===== config.mk =====
export PLATFORM = sky130hd
export DESIGN_NAME = dual_mod_ctrl
export DESIGN_NICKNAME = d
export VERILOG_FILES = /design/src/rtl/pmc_pkg.sv /design/src/rtl/pmc_swallow_clamp.sv /design/src/rtl/pmc_main_count.sv /design/src/rtl/pmc_swallow_count.sv /design/src/rtl/dual_mod_ctrl.sv
export SDC_FILE = /design/constraint.sdc
export NUM_CORES = 1
export LEC_CHECK = 0
export BUFFER_PORTS_ARGS = -buffer_cell sky130_fd_sc_hd__clkbuf_2
export CORE_MARGIN = 3
export CORE_UTILIZATION = 61
export CTS_BUF_LIST = sky130_fd_sc_hd__clkbuf_8
export CTS_CLUSTER_SIZE = 25
export DETAILED_ROUTE_END_ITERATION = 6
export PLACE_DENSITY = 0.95
export SLEW_MARGIN = 40
export SYNTH_ARGS = -nofsm -noshare
export SYNTH_HDL_FRONTEND = slang
export SYNTH_SLANG_ARGS = --single-unit

===== constraint.sdc =====
create_clock -name clk_fin -period 3.9 [get_ports clk_fin]
set_input_delay 1.17 -clock clk_fin [delete_from_list [all_inputs] [get_ports clk_fin]]
set_output_delay 1.17 -clock clk_fin [all_outputs]
set_load 0.03 [all_outputs]

===== src/rtl/pmc_pkg.sv =====
package pmc_pkg;
    localparam int PMC_N_W = 10;
    localparam int PMC_A_W = 6;

    // Which prescaler modulus the controller is asking for
    typedef enum logic {
        MC_SWALLOW = 1'b0,  // prescaler divides by P+1
        MC_NORMAL  = 1'b1   // prescaler divides by P
    } mc_phase_e;

    function automatic logic phase_to_pin(input mc_phase_e ph);
        return (ph == MC_NORMAL);
    endfunction
endpackage


===== src/rtl/pmc_swallow_clamp.sv =====
module pmc_swallow_clamp #(
    parameter int N_W = 10,
    parameter int A_W = 6
) (
    input  logic [N_W-1:0] n_val,
    input  logic [A_W-1:0] a_val,
    output logic [A_W-1:0] a_eff,
    output logic           over
);
    localparam int CMP_W = (N_W > A_W) ? N_W : A_W;

    logic [CMP_W-1:0] n_ext;
    logic [CMP_W-1:0] a_ext;

    assign n_ext = CMP_W'(n_val);
    assign a_ext = CMP_W'(a_val);
    assign over  = (a_ext > n_ext);
    // when over is set, n is below a and therefore fits the swallow width
    assign a_eff = over ? n_ext[A_W-1:0] : a_val;
endmodule


===== src/rtl/pmc_main_count.sv =====
module pmc_main_count #(
    parameter int N_W = 10
) (
    input  logic           clk,
    input  logic           rst,
    input  logic [N_W-1:0] n_val,
    output logic           terminal
);
    localparam logic [N_W-1:0] ONE = N_W'(1);

    logic [N_W-1:0] n_cnt;

    // periods left in the cycle, the current one included
    assign terminal = (n_cnt <= ONE);

    always_ff @(posedge clk) begin
        if (rst || terminal) begin
            n_cnt <= n_val;
        end else begin
            n_cnt <= n_cnt - ONE;
        end
    end
endmodule


===== src/rtl/pmc_swallow_count.sv =====
module pmc_swallow_count
    import pmc_pkg::*;
#(
    parameter int A_W = 6
) (
    input  logic           clk,
    input  logic           rst,
    input  logic           load,
    input  logic [A_W-1:0] a_eff,
    output mc_phase_e      phase
);
    localparam logic [A_W-1:0] ONE = A_W'(1);

    logic [A_W-1:0] a_cnt;

    assign phase = (a_cnt == '0) ? MC_NORMAL : MC_SWALLOW;

    always_ff @(posedge clk) begin
        if (rst || load) begin
            a_cnt <= a_eff;
        end else if (a_cnt != '0) begin
            a_cnt <= a_cnt - ONE;
        end
    end
endmodule


===== src/rtl/dual_mod_ctrl.sv =====
module dual_mod_ctrl
    import pmc_pkg::*;
#(
    parameter int N_W = PMC_N_W,
    parameter int A_W = PMC_A_W
) (
    input  logic           clk_fin,
    input  logic           rst,
    input  logic [N_W-1:0] n_prog,
    input  logic [A_W-1:0] a_prog,
    output logic           mod_ctl,
    output logic           fb_pulse,
    output logic           swallow_err
);
    logic [A_W-1:0] a_eff;
    logic           a_over;
    logic           reload;
    mc_phase_e      phase;
    logic           err_q;

    pmc_swallow_clamp #(.N_W(N_W), .A_W(A_W)) u_clamp (
        .n_val (n_prog),
        .a_val (a_prog),
        .a_eff (a_eff),
        .over  (a_over)
    );

    pmc_main_count #(.N_W(N_W)) u_main (
        .clk      (clk_fin),
        .rst      (rst),
        .n_val    (n_prog),
        .terminal (reload)
    );

    pmc_swallow_count #(.A_W(A_W)) u_swallow (
        .clk   (clk_fin),
        .rst   (rst),
        .load  (reload),
        .a_eff (a_eff),
        .phase (phase)
    );

    // error flag follows the program captured at each reload
    always_ff @(posedge clk_fin) begin
        if (rst || reload) begin
            err_q <= a_over;
        end
    end

    assign mod_ctl     = phase_to_pin(phase);
    assign fb_pulse    = reload;
    assign swallow_err = err_q;
endmodule


==> results of run 1 <==
[logic make-up (layout without fill, tap and decap cells)]
kind of cell / count (synthesis) / in the layout / synth area share (%)
xor+xnor: 11 / 11 / 8.53
flops: 17 / 17 / 36.3
fa+ha+maj: 10 / 10 / 11.1
simple gates: 37 / 37 / 16.2
buf+inv: 14 / 35 / 6.98
mux: 7 / 7 / 6.20
compound gates: 23 / 23 / 14.7
[through the flow]
stage	worst slack, ns	util (%)	area (sq um)	std cells	hold WS [ns]
6_report	1.05	78.1	1270	164	0.529
5_1_grt	0.981	78.1	1270	164	0.540
4_1_cts	1.04	78.1	1270	164	0.520
3_5_place_dp	0.848	75.3	1230	160	0.500
3_3_place_gp	0.899	75.3	1230	160	0.475
2_1_floorplan	1.13	-	1130	119	0.456
[worst paths after layout]
| check | from | end | depth (start not counted) |
|---|---|---|---|
| worst max-delay path | u_main.n_cnt[4]$_DFF_P_ | fb_pulse | 3 |
| worst min-delay path | u_main.n_cnt[0]$_DFF_P_ | u_main.n_cnt[0]$_DFF_P_ | 1 |
| worst max register to register | u_main.n_cnt[4]$_DFF_P_ | u_swallow.a_cnt[1]$_DFFE_PP_ | 4 |
| worst min register to register | u_main.n_cnt[0]$_DFF_P_ | u_main.n_cnt[0]$_DFF_P_ | 1 |
[cell usage in the layout (no fill, tap or decap), types with 2 or more instances in the layout]
| master | n |
|---|---|
| a21o_1 | 2 |
| a21oi_1 | 2 |
| a21oi_2 | 5 |
| clkbuf_2 | 20 |
| clkbuf_8 | 3 |
| dfxtp_1 | 10 |
| edfxtp_1 | 7 |
| ha_1 | 10 |
| inv_1 | 10 |
| mux2i_1 | 7 |
| nand2_1 | 12 |
| nand3_1 | 2 |
| nor2_1 | 11 |
| nor3_1 | 3 |
| o21ai_1 | 9 |
| xnor2_1 | 8 |
| xor2_1 | 3 |
[per-layer routing]
metal,track usage [%],share of wire [%]
met1,24.6,39
met3,6.12,5.3
met5,0,0
met4,8.53,2.3
met2,43.9,53
[synthesized netlist by cell type]
master	number	area share (%)
nor4_1	1	0.55
edfxtp_1	7	19
ha_1	10	11
nor3_1	3	1.3
nor2_1	11	3.7
nand3_1	2	0.89
dfxtp_1	10	18
o31ai_1	1	0.66
o21ba_2	1	0.89
a21oi_2	5	3.9
inv_1	10	3.3
buf_6	3	3.0
nand2_1	12	4.0
and3_1	1	0.55
xor2_1	3	2.3
a21oi_1	2	0.89
xnor2_1	8	6.2
buf_4	1	0.66
a31o_1	1	0.78
nor2b_1	1	0.55
and4_1	1	0.78
a21o_1	2	1.3
nand2b_1	1	0.55
and4bb_1	1	1.1
a31oi_4	1	1.9
o21ai_1	9	4.0
or4_4	1	1.0
or2_1	1	0.55
mux2i_1	7	6.2
or4_1	1	0.66
o21ai_0	1	0.44
[worst register-to-register path: stages (launching register included)]
cell	delay, ns
dfxtp_1	0.36
or4_4	0.56
and4bb_1	0.29
or2_1	0.47
nand2b_1	0.39
[registers in the layout (all words and copies together), names as in the netlist]
signal	count
u_main.n_cnt	10
u_swallow.a_cnt	6
swallow_err	1
[report_power, final]
part / switching (W) / total (W) / internal [W]
logic: 0.0000649 / 0.000119 / 0.0000543
registers: 0.0000223 / 0.000236 / 0.000214
clock network: 0.0000660 / 0.000137 / 0.0000711
[cell type report]
type	count	area, sq um
inverter	10	37.5
clock inverter	1	5.00
timing repair buffer	21	108
tap	24	30.0
multi-input combinational	88	641
fill	110	357
sequential	17	410
clock buffer	3	41.3
==> results.md, run 1 <==
- CTS buffer count: 3
- Post-synthesis cell type count: 31
- CTS clk-pin slew, worst paths: 0.07 ns
- H-tree levels: 1
- Post-CTS setup repair buffer count: 0
- CTS root buf: clkbuf_8
- Slew @ Worst Pin: 0.563 ns
- Die Wd: 49.0 microns
- Post-Route WL: 2.56 mm
- Arr. time, crit path: 1.68 ns
- Clk Latency, worst-skew pair: 0.26 ns
- Mapped Avg Cell Area: 9.49 sq um
- Rows: 14
- Core area: 1630 sq um
- Final worst path period share: 73.1%
- Crit-path max cell delay: 0.56 ns
- CTS Sinks: 17
- Leak pwr: 0.567 nW
- Peak supply drop: 336 uV
- Tot Pwr: 0.000492 W
- Hold Path Class: reg -> reg
- Startpoint Class: register
- Worst Path Buf+Inv: 1
- Vias per inst: 5.75
- Grt total ovfl: 0
- DRT Pass-1 Iters: 4
- Post-Syn Nets: 147
- Initial detailed-routing violation count: 36
- Vias: 943
- Max Freq: 351 MHz
- DR WL/cell: 15.6 microns
- Die area: 2400 sq um
- Max FO, Critical Path: 5
- Port Buffers: 20
- Number of global-route vias before repair: 975
- CP Class: reg -> out
- RSZ-0062 raised after global routing: false
- Dpl hpwl: 2.01 mm
- Crit-path slowest cell: or4_4
- Max cap viols: 0
- CTS tree: done
- CP Cell Sequence: or4_4 -> and4bb_1 -> clkbuf_2
- Final Max Tran Viols: 0
- Deepest clock path buffer count: 2
- # DRC: 0
- Seq/Total Area, Yosys: 36.3%
- Minimum clock period: 2.85 ns
- Chip height: 49.0 microns
- YS warnings: 0
- Gr usage total: 23.4%
- DRT antenna net count: 0
- Initial antenna violation count: 0
- Flop-to-flop setup slack: 1.50 ns
- Final setup vio count: 0
- Initial Util: 69.4%
- First-pass GRT wire length: 4.25 mm
- Cell count after synthesis: 119
- Synthesized flop and latch total: 17
- Post-Syn Area: 1130 sq um
- Outcome: completed
- Final Wtd Congestion: 0.804
- Fin Setup TNS: 0 ns
- Final nets: 169
- CP top delay family: simple AND/OR/NAND/NOR gates
- N_diodes: 0
- Layout cells sized above 1: 23.6%
- Rel. slew slack: 62.5%
- # IOs: 21
- Final Hold Vio Count: 0
- Synth-to-layout area growth: 12.6%
- Crit. End Element: output pin
- Worst path required time: 2.73 ns
- Hold Buf Count CTS: 0
- Power per standard cell area: 387 nW/um^2
- Pin count of the biggest net entering global routing: 21
- Cts repair resizes: 0
- Clock skew: 0.00313 ns
Power figures use the tool's default switching activity.
==> run 2, diff against run 1 <==
--- a/config.mk
+++ b/config.mk
@@ -7,11 +7,11 @@
 export LEC_CHECK = 0
 export BUFFER_PORTS_ARGS = -buffer_cell sky130_fd_sc_hd__clkbuf_2
 export CORE_MARGIN = 3
-export CORE_UTILIZATION = 61
+export CORE_UTILIZATION = 51
 export CTS_BUF_LIST = sky130_fd_sc_hd__clkbuf_8
 export CTS_CLUSTER_SIZE = 25
 export DETAILED_ROUTE_END_ITERATION = 6
-export PLACE_DENSITY = 0.95
+export PLACE_DENSITY = 0.87
 export SLEW_MARGIN = 40
 export SYNTH_ARGS = -nofsm -noshare
 export SYNTH_HDL_FRONTEND = slang
==> constraint.sdc (replaced) <==
create_clock -name clk_fin -period 2.5 [get_ports clk_fin]
set_input_delay 0.75 -clock clk_fin [delete_from_list [all_inputs] [get_ports clk_fin]]
set_output_delay 0.75 -clock clk_fin [all_outputs]
set_load 0.03 [all_outputs]
==> results.md, run 2 (synthesized netlist as in run 1, its figures left out) <==
- Core area: 2020 sq um
- Max FO, Critical Path: 5
- Post-CTS setup repair buffer count: 0
- Vias per inst: 5.23
- Number of global-route vias before repair: 914
- Pin count of the biggest net entering global routing: 17
- R2R cell count: 4
- CTS buffer count: 3
- Initial antenna violation count: 0
- Clock skew: 0.00239 ns
- First-pass GRT wire length: 3.44 mm
- Post-Route WL: 2.17 mm
- Crit-path slowest cell: or4_4
- CP top delay family: simple AND/OR/NAND/NOR gates
- # IOs: 21
- Dpl hpwl: 1.78 mm
- Cts repair resizes: 0
- Initial detailed-routing violation count: 15
- Max Freq: 417 MHz
- Pre-CTS setup slack: -0.0690 ns
- CTS Sinks: 17
- Flip-flop count of the largest register after layout: 10
- Commonest non-fill, non-tap cell in the layout: clkbuf_2
- Gr usage total: 16.9%
- Flop-to-flop setup slack: 0.36 ns
- Die Wd: 53.1 microns
- Final worst slack: 0.0997 ns
- Worst R2R End: u_swallow.a_cnt[5]$_DFFE_PP_
- Max cap viols: 0
- # DRC: 0
- Final nets: 175
- CP Class: reg -> out
- CP Cell Sequence: or4_4 -> and4bb_1 -> clkbuf_2
- RSZ-0062 raised after global routing: false
- Final Wtd Congestion: 0.771
- Hold Path Class: reg -> reg
- Final worst path period share: 96.0%
- Leak pwr: 0.597 nW
- RR Startpoint: u_main.n_cnt[4]$_DFF_P_
- DR WL/cell: 12.5 microns
- CTS root buf: clkbuf_8
- DRT Pass-1 Iters: 4
- Grt total ovfl: 0
- Peak supply drop: 374 uV
- Arr. time, crit path: 1.65 ns
- Outcome: completed
- Hold Path Stages: 1
- Synth-to-layout area growth: 16.8%
- Rel. slew slack: 78.7%
- CTS tree: done
- Hold_sp: u_main.n_cnt[0]$_DFF_P_
- Port Buffers: 20
- Hold endpoint: u_main.n_cnt[0]$_DFF_P_
- Vias: 905
- Crit-path max cell delay: 0.56 ns
- Final setup vio count: 0
- Rows: 16
- Crit. End Element: output pin
- N_diodes: 0
- CTS clk-pin slew, worst paths: 0.06 ns
- Final Max Tran Viols: 0
- Worst path required time: 1.75 ns
- Power per standard cell area: 569 nW/um^2
- Hold Buf Count CTS: 0
- Deepest clock path buffer count: 2
- Slew @ Worst Pin: 0.316 ns
- Final Hold Vio Count: 0
- Final Util: 65.3%
- DRT antenna net count: 0
- Startpoint Class: register
- Tot Pwr: 0.000752 W
- Top reg by flops: u_main.n_cnt
- H-tree levels: 1
- Minimum clock period: 2.40 ns
- Die area: 2820 sq um
- Worst Path Buf+Inv: 1
- Initial Util: 55.9%
- Clk Latency, worst-skew pair: 0.25 ns
- Commonest cells after routing, fill and taps aside: 20 x clkbuf_2, 12 x nand2_1, 11 x inv_1, 11 x nor2_1
- Layout cells sized above 1: 26.0%
- Chip height: 53.1 microns
-- run 2: through the flow --
step	cell area, sq um	instances	hold WS (ns)	setup TNS [ns]
global placement	1270	169	0.478	-0.0767
detailed placement	1270	169	0.492	-0.247
floorplan	1130	119	0.456	0
CTS	1320	173	0.506	0
finish	1320	173	0.504	0
global route	1320	173	0.525	0
-- run 2: worst max-delay path by stage --
stage,cells after the start,endpoint,from
floorplan,7,u_swallow.a_cnt[0]$_DFFE_PP_,n_prog[5]
global placement,8,u_swallow.a_cnt[5]$_DFFE_PP_,n_prog[5]
detailed placement,8,u_swallow.a_cnt[2]$_DFFE_PP_,n_prog[5]
CTS,3,fb_pulse,u_main.n_cnt[4]$_DFF_P_
global route,3,fb_pulse,u_main.n_cnt[4]$_DFF_P_
finish,3,fb_pulse,u_main.n_cnt[4]$_DFF_P_
-- run 2: layout make-up --
type	instances	area [sq um]
fill	186	702
multi-input combinational	88	641
sequential	17	410
timing repair buffer	27	153
clock buffer	3	41.3
inverter	10	37.5
tap	27	33.8
clock inverter	1	3.75
-- run 2: power by group --
group          switching [W]  internal (W)  total, W
registers          0.0000331      0.000334  0.000367
logic              0.0000958     0.0000912  0.000187
clock network      0.0000890      0.000109  0.000198
-- run 2: routing by layer --
| metal | share of wire, % | global-route usage (%) | routed length, microns |
|---|---|---|---|
| met2 | 53 | 30.2 | 1140 |
| met1 | 42 | 17.8 | 902 |
| met4 | 2.0 | 9.79 | 44 |
| met5 | 0 | 0 | 0 |
| met3 | 3.6 | 3.94 | 79 |
-- run 2: worst reg2reg max path: cells and delay by family (launching register included) --
family,cells,cell delay (ns)
AND/OR/NAND/NOR,4,1.48
flip-flops,1,0.35
==> run 3, diff against run 2 <==
--- a/config.mk
+++ b/config.mk
@@ -11,7 +11,7 @@
 export CTS_BUF_LIST = sky130_fd_sc_hd__clkbuf_8
 export CTS_CLUSTER_SIZE = 25
 export DETAILED_ROUTE_END_ITERATION = 6
-export PLACE_DENSITY = 0.87
+export PLACE_DENSITY = 0.74
 export SLEW_MARGIN = 40
 export SYNTH_ARGS = -nofsm -noshare
 export SYNTH_HDL_FRONTEND = slang
==> results.md, run 3 (synthesized netlist as in run 1, its figures left out) <==
- Design area: 1320 sq um
- Minimum clock period: 2.41 ns
- Hold Path Class: reg -> reg
- Grt total ovfl: 0
- Leak pwr: 0.597 nW
- Dpl hpwl: 1.76 mm
- Top reg by flops: u_main.n_cnt
- # DRC: 0
- Placed instance area: 1270 sq um
- # IOs: 21
- Flip-flop count of the largest register after layout: 10
- Vias per inst: 5.27
- Max FO, Critical Path: 5
- Port Buffers: 20
- Outcome: completed
- Initial antenna violation count: 0
- Uppermost routed layer: met4
- Rows: 16
- Crit-path max cell delay: 0.55 ns
- Chip height: 53.1 microns
- Final setup vio count: 0
- Post-CTS setup repair buffer count: 0
- Initial Util: 55.9%
- CTS buffer count: 3
- Vias: 912
- Final Wtd Congestion: 0.795
- Final cell count without fillers: 173
- Power per standard cell area: 571 nW/um^2
- CTS root buf: clkbuf_8
- RSZ-0062 raised after global routing: false
- Max Freq: 415 MHz
- Hold Buf Count CTS: 0
- DRT Pass-1 Iters: 4
- Die Wd: 53.1 microns
- Layout cells sized above 1: 26.0%
- CTS Sinks: 17
- Deepest clock path buffer count: 2
- Clock skew: 0.00270 ns
- Rel. slew slack: 76.0%
- Synth-to-layout area growth: 16.8%
- Final Hold Vio Count: 0
- N_diodes: 0
- Cts repair resizes: 0
- Worst path required time: 1.75 ns
- CTS clk-pin slew, worst paths: 0.07 ns
- Met2 wire len: 959 microns
- Startpoint Class: register
- Clk Latency, worst-skew pair: 0.25 ns
- First-pass GRT wire length: 3.86 mm
- CP Class: reg -> out
- Crit. End Element: output pin
- Pin count of the biggest net entering global routing: 17
- Gr usage total: 18.9%
- Max cap viols: 0
- CTS tree: done
- DRT met1 WL: 1.07 mm
- Peak supply drop: 358 uV
- Crit-path slowest cell: or4_4
- Slew @ Worst Pin: 0.360 ns
- Number of global-route vias before repair: 870
- Commonest cells after routing, fill and taps aside: 20 x clkbuf_2, 12 x nand2_1, 11 x inv_1, 11 x nor2_1
- Arr. time, crit path: 1.66 ns
- DR WL met3: 162 microns
- DR WL/cell: 12.9 microns
- CP Cell Sequence: or4_4 -> and4bb_1 -> clkbuf_2
- Fin Setup TNS: 0 ns
- Placed insts: 169
- Initial detailed-routing violation count: 17
- Final Max Tran Viols: 0
- Final worst path period share: 96.5%
- DRT antenna net count: 0
- Post-Route WL: 2.24 mm
- Core area: 2020 sq um
- Die area: 2820 sq um
- H-tree levels: 1
- Commonest non-fill, non-tap cell in the layout: clkbuf_2
- Final nets: 175
-- run 3: metal layers --
metal / vias to the layer above / track usage, %
met5: - / 0
met4: 0 / 7.66
met3: 7 / 4.23
met2: 32 / 28.5
met1: 406 / 25.9
li1: 467 / -
-- run 3: path summary, 6_finish.rpt --
kind | end | slack [ns] | cells past startpoint | startpoint
max | fb_pulse | 0.09 | 3 | u_main.n_cnt[4]$_DFF_P_
min | u_main.n_cnt[0]$_DFF_P_ | 0.51 | 1 | u_main.n_cnt[0]$_DFF_P_
max reg2reg | u_swallow.a_cnt[0]$_DFFE_PP_ | 0.47 | 4 | u_main.n_cnt[4]$_DFF_P_
min reg2reg | u_main.n_cnt[0]$_DFF_P_ | 0.51 | 1 | u_main.n_cnt[0]$_DFF_P_
-- run 3: where the power goes --
group	internal [W]	leakage (nW)	switching (W)
Sequential	0.000334	0.156	0.0000350
Combinational	0.0000904	0.414	0.0000934
Clock	0.000109	0.0269	0.0000931
-- run 3: worst max-delay path: cells and delay by family, from the launching register on --
kind / cells / cell delay, ns
and+or+nand+nor: 2 / 0.85
DFF: 1 / 0.35
buffers and inverters: 1 / 0.21
-- run 3: layout make-up --
type / instances / area, sq um
inverters: 10 / 37.5
clock buffers: 3 / 41.3
well taps: 27 / 33.8
flip-flops and latches: 17 / 410
multi-input cells: 88 / 641
repair buffers: 27 / 153
clock inverters: 1 / 3.75
fillers: 168 / 702
-- run 3: per-stage QoR --
| stage | setup slack [ns] | utilization, % | total power (W) | hold WS, ns |
|---|---|---|---|---|
| floorplan | 0.155 | - | 0.000504 | 0.456 |
| global placement | -0.0522 | 63.1 | 0.000549 | 0.479 |
| detailed placement | -0.121 | 63.1 | 0.000556 | 0.489 |
| CTS | 0.0874 | 65.3 | 0.000758 | 0.508 |
| global route | 0.0475 | 65.3 | 0.000803 | 0.536 |
| finish | 0.0883 | 65.3 | 0.000754 | 0.505 |
